**src/rtl/tic_pkg.sv**
```systemverilog
package tic_pkg;
  localparam int unsigned OFF_RATE0 = 32'h100;
  localparam int unsigned OFF_RATE1 = 32'h104;
  localparam int unsigned OFF_MASKPEND = 32'h200;

  typedef struct packed {
    logic wrRate0;
    logic wrRate1;
    logic wrMask;
    logic rdPend;
  } tic_strobe_t;
endpackage

```
**src/rtl/tic_rate_timer.sv**
```systemverilog
module tic_rate_timer #(
  parameter int DATA_W = 32,
  parameter int CLK_HZ = 50_000_000
) (
  input  logic              clk,
  input  logic              rstN,
  input  logic              load,
  input  logic [DATA_W-1:0] loadVal,
  output logic              fire
);
  localparam int ACC_W = $clog2(CLK_HZ) + 1;
  localparam int SUM_W = ((ACC_W > DATA_W) ? ACC_W : DATA_W) + 1;
  localparam logic [SUM_W-1:0] LIMIT = SUM_W'(CLK_HZ);

  logic [DATA_W-1:0] half;
  logic [ACC_W-1:0]  acc;
  logic [SUM_W-1:0]  sum;
  logic              running;
  logic              wrap;

  assign sum     = SUM_W'(acc) + SUM_W'(half);
  assign running = (half != '0);
  assign wrap    = running && (sum >= LIMIT);
  assign fire    = wrap && !load;

  always_ff @(posedge clk) begin
    if (!rstN) begin
      half <= '0;
      acc  <= '0;
    end else if (load) begin
      half <= loadVal >> 1;
      acc  <= '0;
    end else if (wrap) begin
      acc <= (SUM_W'(half) >= LIMIT) ? '0 : ACC_W'(sum - LIMIT);
    end else if (running) begin
      acc <= ACC_W'(sum);
    end
  end


  halt_hold_chk: assert property (@(posedge clk) disable iff (!rstN)
    (!running && !load) |=> $stable(acc) && !fire);


  acc_bound_chk: assert property (@(posedge clk) disable iff (!rstN)
    SUM_W'(acc) < LIMIT);
endmodule

```
**src/rtl/tic_control.sv**
```systemverilog
module tic_control
  import tic_pkg::*;
#(
  parameter int ADDR_W = 12,
  parameter int DATA_W = 32,
  parameter int N_SRC  = 8
) (
  input  logic              clk,
  input  logic              rstN,
  input  logic              busSel,
  input  logic              busWr,
  input  logic [ADDR_W-1:0] busAddr,
  input  logic [N_SRC-1:0]  pend,
  output tic_strobe_t       strobe,
  output logic [DATA_W-1:0] busRdata
);
  logic hitRate0, hitRate1, hitMaskPend;

  assign hitRate0    = (busAddr == ADDR_W'(OFF_RATE0));
  assign hitRate1    = (busAddr == ADDR_W'(OFF_RATE1));
  assign hitMaskPend = (busAddr == ADDR_W'(OFF_MASKPEND));

  always_comb begin
    strobe.wrRate0 = busSel && busWr && hitRate0;
    strobe.wrRate1 = busSel && busWr && hitRate1;
    strobe.wrMask  = busSel && busWr && hitMaskPend;
    strobe.rdPend  = busSel && !busWr && hitMaskPend;
  end

  assign busRdata = strobe.rdPend ? DATA_W'(pend) : '1;


  decode_onehot_chk: assert property (@(posedge clk) disable iff (!rstN)
    $onehot0(strobe));
endmodule

```
**src/rtl/tic_datapath.sv**
```systemverilog
module tic_datapath
  import tic_pkg::*;
#(
  parameter int DATA_W = 32,
  parameter int N_SRC  = 8,
  parameter int CLK_HZ = 50_000_000
) (
  input  logic              clk,
  input  logic              rstN,
  input  tic_strobe_t       strobe,
  input  logic [DATA_W-1:0] busWdata,
  input  logic [N_SRC-1:0]  srcIn,
  output logic [N_SRC-1:0]  pend,
  output logic              irqOut
);
  localparam int N_TMR = 2;

  logic [N_TMR-1:0] tmrLoad;
  logic [N_TMR-1:0] tmrFire;
  logic [N_SRC-1:0] srcFire;
  logic [N_SRC-1:0] enFire;
  logic [N_SRC-1:0] mask;

  assign tmrLoad = {strobe.wrRate1, strobe.wrRate0};

  for (genvar t = 0; t < N_TMR; t++) begin : g_tmr
    tic_rate_timer #(.DATA_W(DATA_W), .CLK_HZ(CLK_HZ)) u_tmr (
      .clk     (clk),
      .rstN    (rstN),
      .load    (tmrLoad[t]),
      .loadVal (busWdata),
      .fire    (tmrFire[t])
    );
  end

  assign srcFire = srcIn | N_SRC'(tmrFire);
  assign enFire  = srcFire & ~mask;

  always_ff @(posedge clk) begin
    if (!rstN) begin
      mask   <= '1;
      pend   <= '1;
      irqOut <= 1'b0;
    end else begin
      if (strobe.wrMask) mask <= busWdata[N_SRC-1:0];
      pend   <= (strobe.rdPend ? '1 : pend) & ~enFire;
      irqOut <= (enFire != '0);
    end
  end


  fire_clear_chk: assert property (@(posedge clk) disable iff (!rstN)
    (enFire != '0) |=> (((pend & $past(enFire)) == '0) && irqOut));


  masked_quiet_chk: assert property (@(posedge clk) disable iff (!rstN)
    ((enFire == '0) && !strobe.rdPend) |=> ($stable(pend) && !irqOut));


  read_restore_chk: assert property (@(posedge clk) disable iff (!rstN)
    (strobe.rdPend && (enFire == '0)) |=> (pend == '1));


  mask_load_chk: assert property (@(posedge clk) disable iff (!rstN)
    strobe.wrMask |=> (mask == $past(busWdata[N_SRC-1:0])));
endmodule

```
**src/rtl/tick_irq_ctrl.sv**
```systemverilog
module tick_irq_ctrl
  import tic_pkg::*;
#(
  parameter int ADDR_W = 12,
  parameter int DATA_W = 32,
  parameter int N_SRC  = 8,
  parameter int CLK_HZ = 50_000_000
) (
  input  logic              clk,
  input  logic              rstN,
  input  logic              busSel,
  input  logic              busWr,
  input  logic [ADDR_W-1:0] busAddr,
  input  logic [DATA_W-1:0] busWdata,
  output logic [DATA_W-1:0] busRdata,
  input  logic [N_SRC-1:0]  srcIn,
  output logic              irqOut
);
  tic_strobe_t      strobe;
  logic [N_SRC-1:0] pend;

  tic_control #(.ADDR_W(ADDR_W), .DATA_W(DATA_W), .N_SRC(N_SRC)) u_ctrl (
    .clk      (clk),
    .rstN     (rstN),
    .busSel   (busSel),
    .busWr    (busWr),
    .busAddr  (busAddr),
    .pend     (pend),
    .strobe   (strobe),
    .busRdata (busRdata)
  );

  tic_datapath #(.DATA_W(DATA_W), .N_SRC(N_SRC), .CLK_HZ(CLK_HZ)) u_dp (
    .clk      (clk),
    .rstN     (rstN),
    .strobe   (strobe),
    .busWdata (busWdata),
    .srcIn    (srcIn),
    .pend     (pend),
    .irqOut   (irqOut)
  );
endmodule

```
**config.mk**
```make
export PLATFORM = sky130hd
export DESIGN_NAME = tick_irq_ctrl
export DESIGN_NICKNAME = d
export VERILOG_FILES = /design/src/rtl/tic_pkg.sv /design/src/rtl/tic_rate_timer.sv /design/src/rtl/tic_control.sv /design/src/rtl/tic_datapath.sv /design/src/rtl/tick_irq_ctrl.sv
export SDC_FILE = /design/constraint.sdc
export NUM_CORES = 1
export LEC_CHECK = 0
export BUFFER_PORTS_ARGS = -buffer_cell sky130_fd_sc_hd__buf_2
export CORE_ASPECT_RATIO = 0.9
export CORE_MARGIN = 1
export CORE_UTILIZATION = 45
export CTS_CLUSTER_DIAMETER = 150
export CTS_CLUSTER_SIZE = 40
export DETAILED_ROUTE_END_ITERATION = 12
export GPL_ROUTABILITY_DRIVEN = 0
export PLACE_DENSITY = 0.69
export SLEW_MARGIN = 20
export SYNTH_ARGS = -nofsm -noshare
export SYNTH_HDL_FRONTEND = slang
export SYNTH_SLANG_ARGS = --single-unit
```
**constraint.sdc**
```tcl
create_clock -name clk -period 7.8 [get_ports clk]
set_input_delay 0.78 -clock clk [delete_from_list [all_inputs] [get_ports clk]]
set_output_delay 0.78 -clock clk [all_outputs]
set_load 0.02 [all_outputs]
```
# [Word level (Yosys, flattened, before mapping)]
# Index checks and enable logic that the tools add are counted.
[word_totals] regBits=133 inputBits=56 elab_cells=52
[classes] addsub=4 n_lt_le_gt_ge=4 n_eq_ne=3 n_mux=8 bitwise=6 reduce_logical=20
[op_table] operator="27-bit 2-to-1 mux" count=6
[op_table] operator="27-bit by 31-bit adder with 32-bit output" count=2
[op_table] operator="32-bit by 26-bit >= comparator with 1-bit output (second input constant)" count=2
[op_table] operator="32-bit nonzero test" count=2
[op_table] operator="31-bit by 26-bit >= comparator with 1-bit output (second input constant)" count=2
[op_table] operator="27-bit by 26-bit subtractor with 27-bit output (second input constant)" count=2
[op_table] operator="32-bit 2-to-1 mux" count=1
[op_table] operator="12-bit by 9-bit == test with 1-bit output (second input constant)" count=2
[op_table] operator="8-bit bitwise AND" count=2
[op_table] operator="8-bit inverter" count=2
[op_table] operator="12-bit by 10-bit == test with 1-bit output (second input constant)" count=1
[op_table] operator="1-bit logical AND" count=10
[op_table] operator="8-bit 2-to-1 mux" count=1
[op_table] operator="8-bit by 2-bit OR with 8-bit output" count=1
[op_table] operator="8-bit nonzero test" count=1
[op_table] operator="2-bit nonzero test" count=2
[op_table] operator="2-bit OR reduction" count=2
[op_table] operator="1-bit zero test" count=3
[op_table] operator="1-bit inverter" count=1

# [Logic depth before layout (Yosys ltp)]
# Gate-level depths: netlist of the first run.
[depth] depth_word=8 depth_mapped=15 mapped_depth_nobuf=14

# [Cells and area by module]
# Synthesis of the first run repeated with hierarchy kept, for this count alone.
[hier_totals] cells_unflattened=1329 hier_area_um2=10551.4
[modules_own_cells] mod="tic_rate_timer" instances=2 cells_each=602 area_each_um2=4753.3 seq_area_each_um2=1161.1
[modules_own_cells] mod="tic_datapath" instances=1 cells_each=65 area_each_um2=609.3 seq_area_each_um2=340.3
[modules_own_cells] mod="tic_control" instances=1 cells_each=60 area_each_um2=435.4 seq_area_each_um2=0.0

# [Least setup slack after synthesis of the first run]
# Ideal clock, no wire load.
[synth_path] path_type="in2out" startpoint="in busAddr[3]" endpoint="out busRdata[10]" arrival_ps=3467 required_time_ps=7020 slack_ps=3553 path_stages=7 cell_sequence="nor4b_1 nand3_1 nor4b_1 nor2b_1 clkbuf_1 inv_1 buf_4"
[synth_between] elab_chain_len=3
[synth_rtl] item="from (decl)" line="tick_irq_ctrl.sv:13" rtl="input logic [ADDR_W-1:0] busAddr,"
[synth_rtl] item="12-bit by 10-bit == test with 1-bit output" line="tic_control.sv:21" rtl="assign hitMaskPend = (busAddr == ADDR_W'(OFF_MASKPEND));"
[synth_rtl] item="1-bit logical AND" line="tic_control.sv:27" rtl="strobe.rdPend = busSel && !busWr && hitMaskPend;"
[synth_rtl] item="32-bit 2-to-1 mux" line="tic_control.sv:30" rtl="assign busRdata = strobe.rdPend ? DATA_W'(pend) : '1;"
[synth_rtl] item="to (decl)" line="tick_irq_ctrl.sv:15" rtl="output logic [DATA_W-1:0] busRdata,"
# Every way passes these cells.

# [Worst setup path in the final report of the first run]
[layout_path] startpoint="reg u_dp.g_tmr[1].u_tmr.half[0]" endpoint="reg u_dp.g_tmr[1].u_tmr.acc[15]"
[layout_between] elab_chain_len=4 elab_cells_between_ends=10
[layout_rtl] item="from (decl)" line="tic_rate_timer.sv:15" rtl="logic [DATA_W-1:0] half;"
[layout_rtl] item="from (signal assigned)" line="tic_rate_timer.sv:31" rtl="half <= loadVal >> 1;"
[layout_rtl] item="27-bit by 31-bit adder with 32-bit output" line="tic_rate_timer.sv:21" rtl="assign sum = SUM_W'(acc) + SUM_W'(half);"
[layout_rtl] item="27-bit by 26-bit subtractor with 27-bit output or 32-bit by 26-bit >= comparator with 1-bit output (tied branches)" line="tic_rate_timer.sv:34, tic_rate_timer.sv:23"
[layout_rtl] item="27-bit 2-to-1 mux or 1-bit logical AND (tied branches)" line="tic_rate_timer.sv:34, tic_rate_timer.sv:23"
[layout_rtl] item="27-bit 2-to-1 mux or 2-bit nonzero test (tied branches)"
[layout_rtl] item="to (signal assigned)" line="tic_rate_timer.sv:34" rtl="acc <= (SUM_W'(half) >= LIMIT) ? '0 : ACC_W'(sum - LIMIT);"
[layout_rtl] item="to (signal assigned)" line="tic_rate_timer.sv:36" rtl="acc <= ACC_W'(sum);"
[layout_rtl] item="to (decl)" line="tic_rate_timer.sv:16" rtl="logic [ACC_W-1:0] acc;"
# Parallel ways exist; a longest one is shown, timed or not. The select of a mux whose other input is x is not followed.
# A chain may end at the register's enable or synchronous reset.

==> results.toml, run 1 <==
[run_status]
status = "completed"

[job]
cap_violations = 0

[setup_path]
critPathLaunchType = "flop"
critical_path.most_common_cell = "o21ai_0"
cpMaxStageDelayCell = "o21ai_0"
worstSetupEndpoint = "u_dp.g_tmr[1].u_tmr.acc[15]"
cp.depth = 11
r2r-end = "u_dp.g_tmr[1].u_tmr.acc[15]"
worstSetupStartpoint = "u_dp.g_tmr[1].u_tmr.half[0]"
r2r_slack_ns = 3.25
crit_fanout = 17
end_kind = "flop"
crit_required_ns = 8.07
r2r_cells = 11
crit_family = "compound AO/OA/AOI/OAI gates"
r2r-start = "u_dp.g_tmr[1].u_tmr.half[0]"
crit_type = "reg2reg"
path_cells = "ha_1, fa_1, a211oi_1, o211ai_1, o21ai_0, a21oi_1, a221o_1, o2111a_1, o31a_1, o21ai_0, o21ai_0"
crit_buf_inv = 0
cp.arrival_ns = 4.82
max_stage_delay_ns = 0.72

[route]
drcViolationCount = 0
dr.pass1.iters = 7
drtIter0Drc = 1125
wirelength_microns = 29300
drtAntennaViolNets = 0
vias = 10200
drt-vias-per-instance = 6.07
wire_per_inst_microns = 17.4

[timing]
fmax_ghz = 0.220
rsz0062_at_grt = "false"
slew_headroom_pct = 29.1
fin_crit_ns = 4.55
hold_ws_ns = 0.463
finalSetupTns_ns = 0
fin_skew_ns = 0.00720
fin_crit_sh_pct = 58.4
setup_viol = 0
tightest_slew_ns = 1.05
maxSlewViolCount = 0
hold_viol_final = 0

[cts]
clk_latency_ns = 0.42
cts.hold.buffers_added = 0
clkSlewWorstSetupHoldPaths_ns = 0.06
cts.repair.resized = 0
cts_tree = "done"
cts_buffer_depth = 2
htreeDepth = 4
post_cts_buffers = 0
clock-sinks = 133
cts-root-buf = "clkbuf_16"
cts_buffers = 17

[synth]
synth_edf_count = 0
synthCells = 1350
async_flop_share_pct = 0
ys_seq_elements = 133
syn-num-nets = 1464
synth_top_area_share_pct = 26.6
synth_cell_types = 86
avgSynthCellArea_sq_um = 7.42
synth_area_leaders = "dfxtp_1, nand2_1, ha_1, a21boi_0, o21ai_0"
yosysTopAreaCell = "dfxtp_1"
synthFlopType = "dfxtp_1"
yosysWarnings = 0
synthesis.area_sq_um = 10000
ys_seq_area_share_pct = 26.6

[power_and_ir_drop]
power_density_nw_per_um2 = 141
p_leak_nw = 4.26
vdd_drop_max_uv = 124

[die]
core_sq_um = 21800
rows = 51
die_x_microns = 159
pin_count = 89
die_h_microns = 144
dieArea_sq_um = 22900
initial_core_util_pct = 46.1

[final_layout]
syn_to_final_growth_pct = 9.89
nFillCells = 2127
fin_cells = 1680
n_antenna_cell = 0
nets = 1491
drive_gt1_share_pct = 11.7
fin_area_sq_um = 11000

[global_route]
antenna_found_initial = 0
grt.total_usage_pct = 25.4
grt_overflow_total = 0
grt_pass1_vias = 8785
grt_start_max_net_pins = 84
grt_pass1_wl_microns = 46400

[placement]
dp_cells = 1649
portBuffers = 88
placed_cell_area_sq_um = 10500
hpwl_microns = 22500

[hold_path]
hold_class = "reg2reg"
[synthesized netlist by cell type (15+ instances only)]
master and count:
a211oi_1 16, a21boi_0 71, a21o_1 31, a21oi_1 86, a22oi_1 16, and2_1 18
and3_1 15, buf_4 23, clkbuf_1 60, dfxtp_1 133, ha_1 56, inv_1 24
nand2_1 231, nand2b_1 17, nand3_1 50, nand4_1 20, nor2_1 98, nor3_1 30
nor4_1 15, o211ai_1 16, o21ai_0 87, xnor2_1 24, xor2_1 15
[report_power, final]
group          switching [mW]  total, mW  internal (mW)
combinational          0.0829      0.136         0.0531
sequential            0.00787      0.698          0.690
clock                   0.311      0.722          0.411
[layout by cell type, fill, tap and decap left out, types with 9 or more instances in the layout]
cell	n
nand3_1	50
nor2b_1	10
a21o_1	31
nand2b_1	17
a22oi_1	16
xor2_1	15
a21boi_0	71
nor3_1	27
a21oi_1	86
clkbuf_16	17
o21ai_0	87
a31oi_1	14
mux2i_1	9
a211oi_1	16
buf_4	10
nand2_1	231
and2_1	18
buf_2	88
nand4_1	20
xnor2_1	24
dfxtp_1	133
ha_1	56
and3_1	15
o211ai_1	16
nor2_1	97
nor4_1	15
nand3b_1	9
inv_1	24
[stage by stage]
step	setup WS, ns	total power [mW]	util [%]
floorplan	3.55	0.799	-
global placement	3.41	0.844	48.2
detailed placement	3.38	0.846	48.2
CTS	3.36	1.56	50.6
global route	2.90	1.61	50.6
finish	3.25	1.56	50.6
[worst min-delay path, delay by kind of cell, from the launching register on]
kind,cells,cell delay [ns]
AO/OA/AOI/OAI,1,0.05
AND/OR/NAND/NOR,1,0.05
flip-flops,1,0.33
[how the worst min path moves through the flow]
| stage | endpoint | slack, ns | cells past startpoint | start |
|---|---|---|---|---|
| global route | u_dp.g_tmr[1].u_tmr.acc[20] | 0.49 | 2 | u_dp.g_tmr[1].u_tmr.acc[20] |
| detailed placement | u_dp.g_tmr[1].u_tmr.acc[20] | 0.45 | 2 | u_dp.g_tmr[1].u_tmr.acc[20] |
| global placement | u_dp.g_tmr[1].u_tmr.acc[9] | 0.44 | 2 | u_dp.g_tmr[1].u_tmr.acc[9] |
| finish | u_dp.g_tmr[1].u_tmr.acc[20] | 0.46 | 2 | u_dp.g_tmr[1].u_tmr.acc[20] |
| floorplan | u_dp.g_tmr[0].u_tmr.acc[23] | 0.43 | 2 | u_dp.g_tmr[0].u_tmr.acc[23] |
| CTS | u_dp.g_tmr[1].u_tmr.acc[20] | 0.46 | 2 | u_dp.g_tmr[1].u_tmr.acc[20] |
[layer usage]
metal / share of wire, % / routed length, microns / vias to the layer above / GRT usage (%)
li1: - / - / 4967 / -
met1: 49 / 14300 / 4771 / 36.9
met2: 41 / 12200 / 415 / 37.7
met3: 7.6 / 2220 / 49 / 4.53
met4: 2.1 / 621 / 0 / 8.00
met5: 0 / 0 / - / 0
[state kept, by name (all words and copies together) (netlist names)]
signal / flops
u_dp.g_tmr.u_tmr.half: 62
u_dp.g_tmr.u_tmr.acc: 54
u_dp.mask: 8
u_dp.pend: 8
u_dp.irqOut: 1
[final cells by class]
type / count / area (sq um) / share of cell area (%)
Timing Repair Buffer: 98 / 515 / 4.68
Clock inverter: 12 / 81.3 / 0.738
Clock buffer: 19 / 443 / 4.02
Tap cell: 291 / 364 / 3.31
Multi-Input combinational cell: 1103 / 6860 / 62.3
Inverter: 24 / 90.1 / 0.818
Sequential cell: 133 / 2660 / 24.2
[cell families (layout without fill, tap and decap cells)]
family	Yosys count	in the layout	synth area share (%)
AOI/OAI and AO/OA	432	432	29.3
buffers and inverters	114	153	5.26
DFF	133	133	26.6
and+or+nand+nor	564	564	27.1
adders and majority gates	58	58	7.39
xor gates and xnor gates	39	39	3.41
muxes	10	10	1.01
Note: power is estimated with default switching activity, not from simulation.
==> run 2, diff against run 1 <==
--- a/config.mk
+++ b/config.mk
@@ -13,7 +13,7 @@
 export CTS_CLUSTER_SIZE = 40
 export DETAILED_ROUTE_END_ITERATION = 12
 export GPL_ROUTABILITY_DRIVEN = 0
-export PLACE_DENSITY = 0.69
+export PLACE_DENSITY = 0.71
 export SLEW_MARGIN = 20
 export SYNTH_ARGS = -nofsm -noshare
 export SYNTH_HDL_FRONTEND = slang
==> constraint.sdc (replaced) <==
create_clock -name clk -period 3.75 [get_ports clk]
set_input_delay 0.375 -clock clk [delete_from_list [all_inputs] [get_ports clk]]
set_output_delay 0.375 -clock clk [all_outputs]
set_load 0.02 [all_outputs]
==> results.toml, run 2 (same netlist as run 1, synthesis figures left out) <==
[timing]
tightest_slew_ns = 0.779
slew_headroom_pct = 47.8
fin_crit_sh_pct = 102
worst_slack_ns = -0.0784
fin_skew_ns = 0.00812
rsz0062_at_grt = "true"
maxSlewViolCount = 0
fmax_ghz = 0.261
fin_crit_ns = 3.83
finalSetupTns_ns = -0.407
hold_viol_final = 0
setup_viol = 14

[final_layout]
final_core_util_pct = 57.3
top_regs = "u_dp.g_tmr.u_tmr.half x62, u_dp.g_tmr.u_tmr.acc x54"
n_antenna_cell = 0
largest_reg_flops = 62
nets = 1626
layout_common_cells = "nand2_1, buf_4, dfxtp_1, nor2_1, buf_2"
multi_input_area_sq_um = 7170
syn_to_final_growth_pct = 24.3
nFillCells = 1967
fin_area_sq_um = 12500
fin_cells = 1816
layout_commonest_cell = "nand2_1"
seq_area_sq_um = 2670
top_register = "u_dp.g_tmr.u_tmr.half"
drive_gt1_share_pct = 23.2

[cts]
cts_buffer_depth = 2
clkSlewWorstSetupHoldPaths_ns = 0.06
cts-root-buf = "clkbuf_16"
cts_buffers = 17
cts.hold.buffers_added = 0
clock-sinks = 133
htreeDepth = 4
cts_tree = "done"
clk_latency_ns = 0.44

[hold_path]
whs_path_depth = 3
hold_class = "in2reg"

[placement]
placed_cell_area_sq_um = 11400
portBuffers = 88
hpwl_microns = 23600
dp_cells = 1767
pre_cts_ws_ns = -0.158

[setup_path]
end_kind = "flop"
critPathLaunchType = "flop"
cp.depth = 15
crit_family = "compound AO/OA/AOI/OAI gates"
cp.arrival_ns = 4.18
max_stage_delay_ns = 0.58
crit_type = "reg2reg"
crit_required_ns = 4.10
cpMaxStageDelayCell = "or4b_4"
path_cells = "ha_4, fa_2, a21o_1, a221oi_4, or4b_4, a2111oi_4, buf_4, o211ai_1, mux2i_1, a211o_1, a211oi_4, buf_12, o21ba_4, o31a_1, o32ai_2"
r2r_cells = 15
crit_buf_inv = 2
crit_fanout = 5

[route]
wire_per_inst_microns = 17.5
drtAntennaViolNets = 0
drtIter0Drc = 952
drt-vias-per-instance = 5.98
dr.pass1.iters = 5
drcViolationCount = 0
vias = 10900
wirelength_microns = 31900

[power_and_ir_drop]
intPower_mw = 2.61
swShare_pct = 25.7
p_seq_share_pct = 41.6
p_switching_mw = 0.900
p_leak_nw = 5.03
vdd_drop_max_uv = 289
power.share.clock_pct = 48.3
p_comb_share_pct = 10.2
power_density_nw_per_um2 = 282

[global_route]
grt_pass1_vias = 9611
grt_pass1_wl_microns = 50300
grt_start_max_net_pins = 54
antenna_found_initial = 0
grt.total_usage_pct = 27.6
grt_overflow_total = 0

[die]
pin_count = 89
die_x_microns = 159
rows = 51
dieArea_sq_um = 22900
core_sq_um = 21800
die_h_microns = 144
initial_core_util_pct = 46.1

[run_status]
status = "complete, but fails checks"
violations = "negative setup slack"

[job]
cap_violations = 0
[run 2: per-layer routing]
| layer | vias to the layer above | global-route usage (%) | routed length [microns] |
|---|---|---|---|
| met1 | 5144 | 39.2 | 15100 |
| met3 | 45 | 5.40 | 2410 |
| li1 | 5233 | - | - |
| met2 | 442 | 42.0 | 13800 |
| met5 | - | 0 | 0 |
| met4 | 0 | 8.50 | 597 |
[run 2: area by class of cell]
class | instances | area share, %
Tap cell | 291 | 2.92
Clock inverter | 11 | 1.01
Sequential cell | 133 | 21.4
Inverter | 24 | 0.723
Clock buffer | 21 | 3.70
Timing Repair Buffer | 233 | 12.7
Multi-Input combinational cell | 1103 | 57.5
[run 2: metrics by stage]
step	power [mW]	hold WS, ns
floorplan	1.66	0.429
global placement	1.82	0.441
detailed placement	1.82	0.449
CTS	3.50	0.188
global route	3.61	0.207
finish	3.51	0.195
[run 2: worst reg2reg max path: cells and delay by family (launching register included)]
kind            cells  cell delay [ns]
simple gates        1             0.58
fa+ha+maj           2             0.34
buf+inv             2             0.37
flops               1             0.35
compound gates      9             1.93
mux                 1             0.18
[run 2: final timing paths]
| path | start | endpoint | slack, ns |
|---|---|---|---|
| hold reg to reg | u_dp.g_tmr[1].u_tmr.acc[26] | u_dp.g_tmr[1].u_tmr.acc[26] | 0.46 |
| setup reg to reg | u_dp.g_tmr[0].u_tmr.acc[0] | u_dp.g_tmr[0].u_tmr.acc[18] | -0.08 |
| setup / recovery | u_dp.g_tmr[0].u_tmr.acc[0] | u_dp.g_tmr[0].u_tmr.acc[18] | -0.08 |
| hold / removal | busWdata[16] | u_dp.g_tmr[1].u_tmr.half[15] | 0.20 |
[run 2: what timing repair did]
action | CTS | global route
buffers inserted | 8 | 12
cloned | 2 | 0
pin swaps | 26 | 36
setup endpoints to repair | 29 | 56
gates resized for setup | 39 | 51
[run 2: power by group through the flow]
| stage | logic (mW) | registers [mW] | clock network [mW] |
|---|---|---|---|
| 3_3_place_gp | 0.329 | 1.49 | 0 |
| 4_1_cts | 0.341 | 1.46 | 1.71 |
| 3_5_place_dp | 0.332 | 1.49 | 0 |
| 6_report | 0.356 | 1.46 | 1.69 |
| 2_1_floorplan | 0.187 | 1.48 | 0 |
| 5_1_grt | 0.382 | 1.46 | 1.77 |
